<file path="src/rtl/mhf_pkg.sv">
package mhf_pkg;
  typedef enum logic [1:0] {
    QUAL_NONE   = 2'd0,
    QUAL_ENABLE = 2'd1,
    QUAL_MASK   = 2'd2
  } qual_mode_e;

  typedef enum logic [2:0] {
    SRC_IDLE = 3'd0,
    SRC_SW   = 3'd1,
    SRC_SET  = 3'd2,
    SRC_CLR  = 3'd3,
    SRC_CNT  = 3'd4,
    SRC_HWR  = 3'd5
  } src_e;
endpackage

</file>
<file path="src/rtl/mhf_qualify.sv">
module mhf_qualify #(
  parameter int WIDTH = 12,
  parameter mhf_pkg::qual_mode_e QUAL_MODE = mhf_pkg::QUAL_ENABLE
) (
  input  logic [WIDTH-1:0] hw_qual,
  output logic [WIDTH-1:0] permit
);
  // Mode is resolved at elaboration: each bit is either a wire, an inverter or a constant.
  generate
    if (QUAL_MODE == mhf_pkg::QUAL_NONE) begin : g_none
      logic unused_qual;
      assign unused_qual = ^hw_qual;
      assign permit = '1;
    end else begin : g_bits
      for (genvar i = 0; i < WIDTH; i++) begin : g_bit
        if (QUAL_MODE == mhf_pkg::QUAL_MASK) begin : g_mask
          assign permit[i] = ~hw_qual[i];
        end else begin : g_en
          assign permit[i] = hw_qual[i];
        end
      end
    end
  endgenerate
endmodule

</file>
<file path="src/rtl/mhf_swlane.sv">
module mhf_swlane #(
  parameter int WIDTH = 12,
  parameter int BUS_W = 32,
  localparam int NB = BUS_W / 8
) (
  input  logic [BUS_W-1:0] sw_wdata,
  input  logic [NB-1:0]    sw_be,
  output logic [WIDTH-1:0] lane_bits,
  output logic [WIDTH-1:0] sw_bits
);
  // Each field bit inherits the enable of the byte lane it sits in.
  generate
    for (genvar i = 0; i < WIDTH; i++) begin : g_lane
      assign lane_bits[i] = sw_be[i / 8];
      assign sw_bits[i]   = sw_wdata[i];
    end
  endgenerate

  // Bus bits and lanes above the field width are not connected to anything.
  logic unused_bus;
  assign unused_bus = ^{sw_wdata, sw_be};
endmodule

</file>
<file path="src/rtl/mhf_arbiter.sv">
module mhf_arbiter (
  input  logic           sw_wr_en,
  input  logic           hw_set,
  input  logic           hw_clr,
  input  logic           cnt_update,
  input  logic           hw_wr_en,
  output mhf_pkg::src_e  src
);
  // Fixed order: software, set, clear, counter, direct hardware write.
  always_comb begin
    if (sw_wr_en)        src = mhf_pkg::SRC_SW;
    else if (hw_set)     src = mhf_pkg::SRC_SET;
    else if (hw_clr)     src = mhf_pkg::SRC_CLR;
    else if (cnt_update) src = mhf_pkg::SRC_CNT;
    else if (hw_wr_en)   src = mhf_pkg::SRC_HWR;
    else                 src = mhf_pkg::SRC_IDLE;
  end
endmodule

</file>
<file path="src/rtl/mhf_field.sv">
module mhf_field #(
  parameter int WIDTH = 12,
  parameter int BUS_W = 32,
  parameter logic [WIDTH-1:0] RESET_VAL = 12'h5A3,
  parameter mhf_pkg::qual_mode_e QUAL_MODE = mhf_pkg::QUAL_ENABLE,
  localparam int NB = BUS_W / 8
) (
  input  logic             clk,
  input  logic             rst_n,
  input  logic             sw_wr_en,
  input  logic [BUS_W-1:0] sw_wdata,
  input  logic [NB-1:0]    sw_be,
  input  logic             hw_set,
  input  logic             hw_clr,
  input  logic             cnt_update,
  input  logic [WIDTH-1:0] cnt_next,
  input  logic             hw_wr_en,
  input  logic [WIDTH-1:0] hw_wdata,
  input  logic [WIDTH-1:0] hw_qual,
  output logic [WIDTH-1:0] field_q
);
  logic [WIDTH-1:0] permit;
  logic [WIDTH-1:0] lane_bits;
  logic [WIDTH-1:0] sw_bits;
  logic [WIDTH-1:0] field_d;
  mhf_pkg::src_e    src;

  mhf_qualify #(.WIDTH(WIDTH), .QUAL_MODE(QUAL_MODE)) u_qual (
    .hw_qual (hw_qual),
    .permit  (permit)
  );

  mhf_swlane #(.WIDTH(WIDTH), .BUS_W(BUS_W)) u_lane (
    .sw_wdata  (sw_wdata),
    .sw_be     (sw_be),
    .lane_bits (lane_bits),
    .sw_bits   (sw_bits)
  );

  mhf_arbiter u_arb (
    .sw_wr_en   (sw_wr_en),
    .hw_set     (hw_set),
    .hw_clr     (hw_clr),
    .cnt_update (cnt_update),
    .hw_wr_en   (hw_wr_en),
    .src        (src)
  );

  // Next-value mux: software merges by lane, hardware merges by permit.
  always_comb begin
    case (src)
      mhf_pkg::SRC_SW:  field_d = (field_q & ~lane_bits) | (sw_bits & lane_bits);
      mhf_pkg::SRC_SET: field_d = field_q | permit;
      mhf_pkg::SRC_CLR: field_d = field_q & ~permit;
      mhf_pkg::SRC_CNT: field_d = (field_q & ~permit) | (cnt_next & permit);
      mhf_pkg::SRC_HWR: field_d = (field_q & ~permit) | (hw_wdata & permit);
      default:          field_d = field_q;
    endcase
  end

  always_ff @(posedge clk) begin
    if (!rst_n) field_q <= RESET_VAL;
    else        field_q <= field_d;
  end

  // A hardware update never moves a bit that the qualifier rejects.
  assert_hw_unpermitted_hold_R8: assert property (@(posedge clk) disable iff (!rst_n)
    (!sw_wr_en && (hw_set || hw_clr || cnt_update || hw_wr_en))
      |=> (((field_q ^ $past(field_q)) & ~$past(permit)) == '0));

  // Software writes leave disabled lanes alone, and block hardware even with no lane enabled.
  assert_sw_lane_hold_R2: assert property (@(posedge clk) disable iff (!rst_n)
    sw_wr_en |=> (((field_q ^ $past(field_q)) & ~$past(lane_bits)) == '0));

  assert_set_reaches_ones_R4: assert property (@(posedge clk) disable iff (!rst_n)
    (hw_set && !sw_wr_en) |=> ((field_q & $past(permit)) == $past(permit)));

  assert_clr_reaches_zeros_R5: assert property (@(posedge clk) disable iff (!rst_n)
    (hw_clr && !hw_set && !sw_wr_en) |=> ((field_q & $past(permit)) == '0));

  assert_idle_holds_R9: assert property (@(posedge clk) disable iff (!rst_n)
    !(sw_wr_en || hw_set || hw_clr || cnt_update || hw_wr_en) |=> $stable(field_q));
endmodule

</file>
<file path="config.mk">
export PLATFORM = sky130hd
export DESIGN_NAME = mhf_field
export DESIGN_NICKNAME = d
export VERILOG_FILES = /design/src/rtl/mhf_pkg.sv /design/src/rtl/mhf_qualify.sv /design/src/rtl/mhf_swlane.sv /design/src/rtl/mhf_arbiter.sv /design/src/rtl/mhf_field.sv
export SDC_FILE = /design/constraint.sdc
export NUM_CORES = 1
export LEC_CHECK = 0
export ABC_AREA = 0
export CAP_MARGIN = 20
export CORE_MARGIN = 8
export CORE_UTILIZATION = 25
export CTS_BUF_LIST = sky130_fd_sc_hd__clkbuf_8 sky130_fd_sc_hd__clkbuf_16
export DETAILED_ROUTE_END_ITERATION = 8
export PLACE_DENSITY = 0.63
export SLEW_MARGIN = 20
export SYNTH_ARGS = -nofsm -noshare
export SYNTH_HDL_FRONTEND = slang
export SYNTH_SLANG_ARGS = --single-unit
</file>
<file path="constraint.sdc">
create_clock -name clk -period 3.75 [get_ports clk]
set_clock_uncertainty 0.1 [all_clocks]
set_input_delay 0.75 -clock clk [delete_from_list [all_inputs] [get_ports clk]]
set_output_delay 0.75 -clock clk [all_outputs]
set_load 0.05 [all_outputs]
</file>
==> impl_metrics.env, run 1 <==
export IMPL_cts_sinks=12
export IMPL_post_cts_resized=0
export IMPL_design_area_mm2=0.00187
export IMPL_antenna_found_initial=0
export IMPL_postLayoutCoreUtil_pct=43.3
export IMPL_fp_row_count=24
export IMPL_synth_edff_count=0
export IMPL_final_common_cell="clkdlybuf4s50_1"
export IMPL_fin_crit_ns=2.77
export IMPL_peakVddDrop_mv=0.109
export IMPL_grt_pass1_vias=1498
export IMPL_fp_dieW_um=82.6
export IMPL_r2r_setup_slack_ns=2.58
export IMPL_yosysUniqueCellTypes=27
export IMPL_grt_start_max_net_pins=18
export IMPL_setup_violations_final=0
export IMPL_drt_initial_drc_count=85
export IMPL_yosysWarnings=0
export IMPL_synthArstFlopShare_pct=0
export IMPL_n_fill_cell=457
export IMPL_finalMaxSlewViolations=0
export IMPL_finalPower_uw=489
export IMPL_place_gp_congestion=0.824
export IMPL_grt_usage_pct=13.6
export IMPL_ys_flop_type="dfxtp_1"
export IMPL_clock_path_buffers=2
export IMPL_rsz0062_at_grt="no"
export IMPL_final_antenna_net_count=0
export IMPL_htreeDepth=1
export IMPL_synth_area_mm2=0.00111
export IMPL_overflow=0
export IMPL_ctsHoldBuffers=0
export IMPL_fin_crit_sh_pct=73.9
export IMPL_postSynthNetCount=231
export IMPL_wl_per_cell_um=17.3
export IMPL_root_buffer="clkbuf_8"
export IMPL_cts_tree="built"
export IMPL_slew_headroom_pct=37.0
export IMPL_vias_per_cell=5.47
export IMPL_tns_ns=0
export IMPL_firstDrtPassIters=4
export IMPL_p_leak_uw=0.000643
export IMPL_timing_hold_ws_ns=0.486
export IMPL_syn_inst=152
export IMPL_avgSynthCellArea_um2=7.29
export IMPL_drc=0
export IMPL_post_cts_buffers=0
export IMPL_grt_pass1_wl_um=7330
export IMPL_hpwl_um=3500
export IMPL_crit_required_ns=3.72
export IMPL_criticalPathCategory="input port to flip-flop"
export IMPL_io_pins=91
export IMPL_end_kind="flip-flop"
export IMPL_antenna_cells=0
export IMPL_power_density_mw_per_mm2=261
export IMPL_status="completed"
export IMPL_startpoint_type="input port"
export IMPL_cts_buffers=3
export IMPL_critical_path_startpoint="sw_wr_en"
export IMPL_start_util_pct=25.6
export IMPL_dieArea_mm2=0.00682
export IMPL_reg2reg_depth=4
export IMPL_placed_area_mm2=0.00183
export IMPL_num_vias=1467
export IMPL_drive_above_1_share_pct=3.24
export IMPL_coreArea_mm2=0.00432
export IMPL_ys_ff_latch=12
export IMPL_totalWireLength_um=4620
export IMPL_fp_dieH_um=82.6
export IMPL_ys_seq_area_share_pct=21.7
export IMPL_hold_path_class="flip-flop to flip-flop"
export IMPL_maxCapViolations=0
export IMPL_final_cell_mix="clkdlybuf4s50_1 (68), a21oi_1 (15), nor2_1 (14), o21ai_0 (12), dfxtp_1 (12)"
export IMPL_path_max_fanout=12
export IMPL_nNetsFinal=297
export IMPL_cts_clk_slew_worst_paths_ns=0.05
export IMPL_io_buffers=68
export IMPL_arrival_ns=2.74
export IMPL_synthToLayoutAreaGrowth_pct=68.8
export IMPL_worstMarginPinSlew_ns=0.942
export IMPL_hold_violations=0
export IMPL_clk_latency_ns=0.24
export IMPL_max_freq_mhz=361
## worst max-delay path, cell delays in order
cell,delay [ns]
clkdlybuf4s50_1,0.64
inv_1,0.33
a2bb2oi_1,0.79
a41oi_1,0.23
## cells in the mapped netlist, drive strengths merged (7+ instances only)
cell type	n	area (µm²)
a21oi	15	75.1
o21ai	13	65.1
clkbuf	8	31.3
nor2	14	52.6
nor2b	7	43.8
inv	7	26.3
dfxtp	12	240
nand2	9	33.8
## worst min-delay path by stage
stage,to,slack [ns],cells after the start
floorplan,flip-flop,0.68,2
global placement,flip-flop,0.47,2
detailed placement,flip-flop,0.48,2
CTS,flip-flop,0.49,2
global route,flip-flop,0.54,2
finish,flip-flop,0.49,2
## logic make-up (layout without fill, tap and decap cells)
group	count (synthesis)	count (layout)	synth area share [%]
compound gates	64	64	42.4
buf+inv	17	81	6.55
flops	12	12	21.7
simple gates	59	59	29.3
## final cells by class
type / count / area, µm² / area share, %
Multi-Input combinational cell: 123 / 796 / 42.5
Timing Repair Buffer: 71 / 703 / 37.6
Tap cell: 52 / 65.1 / 3.48
Sequential cell: 12 / 240 / 12.8
Inverter: 7 / 26.3 / 1.40
Clock buffer: 3 / 41.3 / 2.21
## stage by stage
step	cells	worst slack (ns)
after floorplan	152	1.66
after global placement	265	0.702
after detailed placement	265	0.713
after CTS	268	0.992
after global routing	268	0.718
final	268	0.979
## routing by layer
metal	global-route usage, %	share of wire, %	vias to the layer above
met3	3.57	9.3	2
li1	-	-	732
met4	3.79	0.26	0
met5	0	0	-
met1	18.0	46	671
met2	21.2	45	62
## report_power, final
part           switching (µW)  internal, µW  total, µW
clock                    50.8          71.0        122
combinational             110           106        217
sequential               10.3           140        150
Note: power is estimated with default switching activity, not from simulation.
==> inputs of run 2 (changes only) <==
==> constraint.sdc (replaced) <==
create_clock -name clk -period 2.8 [get_ports clk]
set_clock_uncertainty 0.1 [all_clocks]
set_input_delay 0.56 -clock clk [delete_from_list [all_inputs] [get_ports clk]]
set_output_delay 0.56 -clock clk [all_outputs]
set_load 0.05 [all_outputs]
==> impl_metrics.env, run 2 (synthesis results as in run 1) <==
export IMPL_status="completed"
export IMPL_p_leak_uw=0.000694
export IMPL_path_max_fanout=16
export IMPL_ctsHoldBuffers=0
export IMPL_clk_latency_ns=0.24
export IMPL_grt_pass1_wl_um=6970
export IMPL_hold_violations=0
export IMPL_fin_crit_sh_pct=80.8
export IMPL_cts_tree="built"
export IMPL_n_fill_cell=454
export IMPL_firstDrtPassIters=4
export IMPL_hold_path_depth=2
export IMPL_grt_usage_pct=13.0
export IMPL_hpwl_um=3520
export IMPL_antenna_cells=0
export IMPL_maxCapViolations=0
export IMPL_overflow=0
export IMPL_crit_required_ns=2.88
export IMPL_reg2reg_depth=4
export IMPL_dieArea_mm2=0.00682
export IMPL_hold_path_class="flip-flop to flip-flop"
export IMPL_startpoint_type="input port"
export IMPL_fp_row_count=24
export IMPL_cts_clk_slew_worst_paths_ns=0.06
export IMPL_root_buffer="clkbuf_8"
export IMPL_io_pins=91
export IMPL_drive_above_1_share_pct=7.52
export IMPL_final_antenna_net_count=0
export IMPL_cts_buffers=3
export IMPL_rsz0062_at_grt="no"
export IMPL_final_common_cell="clkdlybuf4s50_1"
export IMPL_end_kind="flip-flop"
export IMPL_cts_sinks=12
export IMPL_critPathTopFamily="simple AND/OR/NAND/NOR gates"
export IMPL_totalWireLength_um=4510
export IMPL_max_freq_mhz=442
export IMPL_timing_hold_ws_ns=0.478
export IMPL_path_depth=5
export IMPL_crit_buf_inv=1
export IMPL_slew_headroom_pct=64.3
export IMPL_worstMarginPinSlew_ns=0.536
export IMPL_finalMaxSlewViolations=0
export IMPL_clock_path_buffers=2
export IMPL_tns_ns=0
export IMPL_arrival_ns=2.34
export IMPL_peakVddDrop_mv=0.161
export IMPL_antenna_found_initial=0
export IMPL_power_density_mw_per_mm2=359
export IMPL_crit_chain="clkdlybuf4s50_1 -> or3_1 -> nor4_1 -> o41ai_1 -> a41oi_1"
export IMPL_htreeDepth=1
export IMPL_post_cts_resized=0
export IMPL_post_cts_buffers=0
export IMPL_vias_per_cell=5.35
export IMPL_start_util_pct=25.6
export IMPL_coreArea_mm2=0.00432
export IMPL_io_buffers=68
export IMPL_fin_crit_ns=2.26
export IMPL_wl_per_cell_um=16.2
export IMPL_worst_path_max_delay_cell="or3_1"
export IMPL_nNetsFinal=306
export IMPL_place_gp_congestion=0.800
export IMPL_grt_pass1_vias=1498
export IMPL_final_cell_mix="clkdlybuf4s50_1 (68), a21oi_1 (15), nor2_1 (14)"
export IMPL_fp_dieW_um=82.6
export IMPL_synthToLayoutAreaGrowth_pct=76.2
export IMPL_grt_start_max_net_pins=17
export IMPL_num_vias=1486
export IMPL_drt_initial_drc_count=90
export IMPL_setup_violations_final=0
export IMPL_drc=0
export IMPL_slowest_delay_ns=0.63
export IMPL_criticalPathCategory="input port to flip-flop"
export IMPL_fp_dieH_um=82.6
==> run 2: cell type report <==
cell class | instances | area (µm²) | share of cell area [%]
multi-input cells | 123 | 796 | 40.7
repair buffers | 80 | 771 | 39.5
flip-flops and latches | 12 | 240 | 12.3
well taps | 52 | 65.1 | 3.33
clock buffers | 4 | 55.1 | 2.82
inverters | 7 | 26.3 | 1.35
==> run 2: routing by layer <==
metal | vias up | GRT usage [%] | wire, µm
met1 | 667 | 16.6 | 2020
li1 | 752 | - | -
met4 | 0 | 3.62 | 42
met5 | - | 0 | 0
met3 | 4 | 4.65 | 506
met2 | 63 | 20.1 | 1940
==> run 2: worst min-delay path, stage by stage (launching register included) <==
cell     delay, ns
dfxtp_1       0.33
o21ai_0       0.16
a21oi_1       0.04
==> run 2: power by group <==
part           internal [µW]  switching, µW  leakage (µW)
combinational            151            148      0.000565
sequential               187           13.9      0.000100
clock                    125           76.7     0.0000288
==> run 2: worst paths after layout <==
path / slack (ns) / end / from
worst max register to register: 1.64 / flip-flop / flip-flop
worst min-delay path: 0.48 / flip-flop / flip-flop
worst min register to register: 0.48 / flip-flop / flip-flop
worst max-delay path: 0.54 / flip-flop / hw_clr
==> run 2: through the flow <==
| stage | instances | util (%) | worst slack (ns) | total power [µW] | area, µm² |
|---|---|---|---|---|---|
| 2_1_floorplan | 152 | - | 0.904 | 350 | 1110 |
| 3_3_place_gp | 274 | 43.9 | 0.288 | 504 | 1900 |
| 3_5_place_dp | 274 | 43.9 | 0.278 | 504 | 1900 |
| 4_1_cts | 278 | 45.2 | 0.523 | 706 | 1950 |
| 5_1_grt | 278 | 45.2 | 0.375 | 737 | 1950 |
| 6_report | 278 | 45.2 | 0.537 | 702 | 1950 |
==> inputs of run 3 (changes only) <==
==> constraint.sdc (replaced) <==
create_clock -name clk -period 2.16 [get_ports clk]
set_clock_uncertainty 0.1 [all_clocks]
set_input_delay 0.432 -clock clk [delete_from_list [all_inputs] [get_ports clk]]
set_output_delay 0.432 -clock clk [all_outputs]
set_load 0.05 [all_outputs]
==> impl_metrics.env, run 3 (synthesis results as in run 1) <==
export IMPL_htreeDepth=1
export IMPL_io_pins=91
export IMPL_path_max_fanout=14
export IMPL_criticalPathCategory="input port to flip-flop"
export IMPL_nNetsFinal=322
export IMPL_hold_violations=0
export IMPL_clk_latency_ns=0.24
export IMPL_fp_dieW_um=82.6
export IMPL_drt_initial_drc_count=68
export IMPL_route_met2_wl_um=2030
export IMPL_antenna_cells=0
export IMPL_max_freq_mhz=500
export IMPL_rsz0062_at_grt="no"
export IMPL_grt_usage_pct=13.8
export IMPL_tns_ns=0
export IMPL_wl_met3_um=504
export IMPL_fp_dieH_um=82.6
export IMPL_reg2reg_depth=4
export IMPL_fin_crit_sh_pct=92.6
export IMPL_status="completed"
export IMPL_p_leak_uw=0.000770
export IMPL_drive_above_1_share_pct=13.6
export IMPL_wl_per_cell_um=15.7
export IMPL_start_util_pct=25.6
export IMPL_root_buffer="clkbuf_8"
export IMPL_drc=0
export IMPL_cts_tree="built"
export IMPL_cts_sinks=12
export IMPL_antenna_found_initial=0
export IMPL_totalWireLength_um=4620
export IMPL_dr_max_layer_used="met4"
export IMPL_overflow=0
export IMPL_num_vias=1576
export IMPL_end_kind="flip-flop"
export IMPL_finalMaxSlewViolations=0
export IMPL_peakVddDrop_mv=0.169
export IMPL_hold_path_depth=2
export IMPL_synthToLayoutAreaGrowth_pct=87.0
export IMPL_postLayoutCoreUtil_pct=47.9
export IMPL_final_cell_mix="clkdlybuf4s50_1 (68), buf_4 (28), a21oi_1 (15), nor2_1 (14)"
export IMPL_hold_path_class="flip-flop to flip-flop"
export IMPL_final_antenna_net_count=0
export IMPL_worstMarginPinSlew_ns=0.507
export IMPL_clock_path_buffers=2
export IMPL_dieArea_mm2=0.00682
export IMPL_final_common_cell="clkdlybuf4s50_1"
export IMPL_grt_pass1_wl_um=7500
export IMPL_power_density_mw_per_mm2=446
export IMPL_finalPower_uw=925
export IMPL_cts_clk_slew_worst_paths_ns=0.06
export IMPL_io_buffers=68
export IMPL_post_cts_resized=0
export IMPL_slew_headroom_pct=65.9
export IMPL_crit_required_ns=2.22
export IMPL_arrival_ns=2.06
export IMPL_startpoint_type="input port"
export IMPL_grt_pass1_vias=1646
export IMPL_maxCapViolations=0
export IMPL_ctsHoldBuffers=0
export IMPL_cts_buffers=3
export IMPL_vias_per_cell=5.36
export IMPL_coreArea_mm2=0.00432
export IMPL_grt_start_max_net_pins=15
export IMPL_fp_row_count=24
export IMPL_setup_violations_final=0
export IMPL_hpwl_um=3780
export IMPL_post_cts_buffers=0
export IMPL_fin_crit_ns=2.00
export IMPL_firstDrtPassIters=4
export IMPL_met1_length_um=2020
export IMPL_place_gp_congestion=0.859
==> run 3: cell count changes in the layout (fill, tap and decap cells not counted), sizes merged <==
| cell | delta |
|---|---|
| buf | +16 |
==> run 3: power breakdown <==
group	internal (µW)	switching, µW	total, µW
sequential	243	18.9	262
clock	161	93.1	254
combinational	213	196	409
==> run 3: routing by layer <==
metal	track usage (%)	vias up
met5	0	-
met4	5.34	0
met3	4.11	6
met2	21.2	72
met1	17.8	714
li1	-	784
==> run 3: path summary, 6_finish.rpt <==
path              startpoint         to  slack [ns]
setup reg to reg   flip-flop  flip-flop        1.02
hold / removal     flip-flop  flip-flop        0.47
setup / recovery      hw_set  flip-flop        0.16
hold reg to reg    flip-flop  flip-flop        0.47
==> run 3: metrics by stage <==
| step | setup slack, ns | cells | hold slack [ns] | area, µm² |
|---|---|---|---|---|
| finish | 0.160 | 294 | 0.473 | 2070 |
| global route | 0.0105 | 294 | 0.505 | 2070 |
| CTS | 0.157 | 294 | 0.473 | 2070 |
| detailed placement | -0.106 | 290 | 0.464 | 2020 |
| global placement | -0.0725 | 290 | 0.460 | 2020 |
| floorplan | 0.392 | 152 | 0.504 | 1110 |
==> run 3: final cells by class <==
| cell class | count | area [µm²] |
|---|---|---|
| well taps | 52 | 65.1 |
| flip-flops and latches | 12 | 240 |
| fillers | 446 | 2250 |
| clock buffers | 4 | 55.1 |
| multi-input cells | 123 | 796 |
| inverters | 7 | 26.3 |
| repair buffers | 96 | 891 |
==> run 3: critical path: stages <==
cell,delay (ns)
clkdlybuf4s50_1,0.45
or3_1,0.38
buf_4,0.20
nor4_1,0.27
o41ai_1,0.12
a41oi_1,0.21
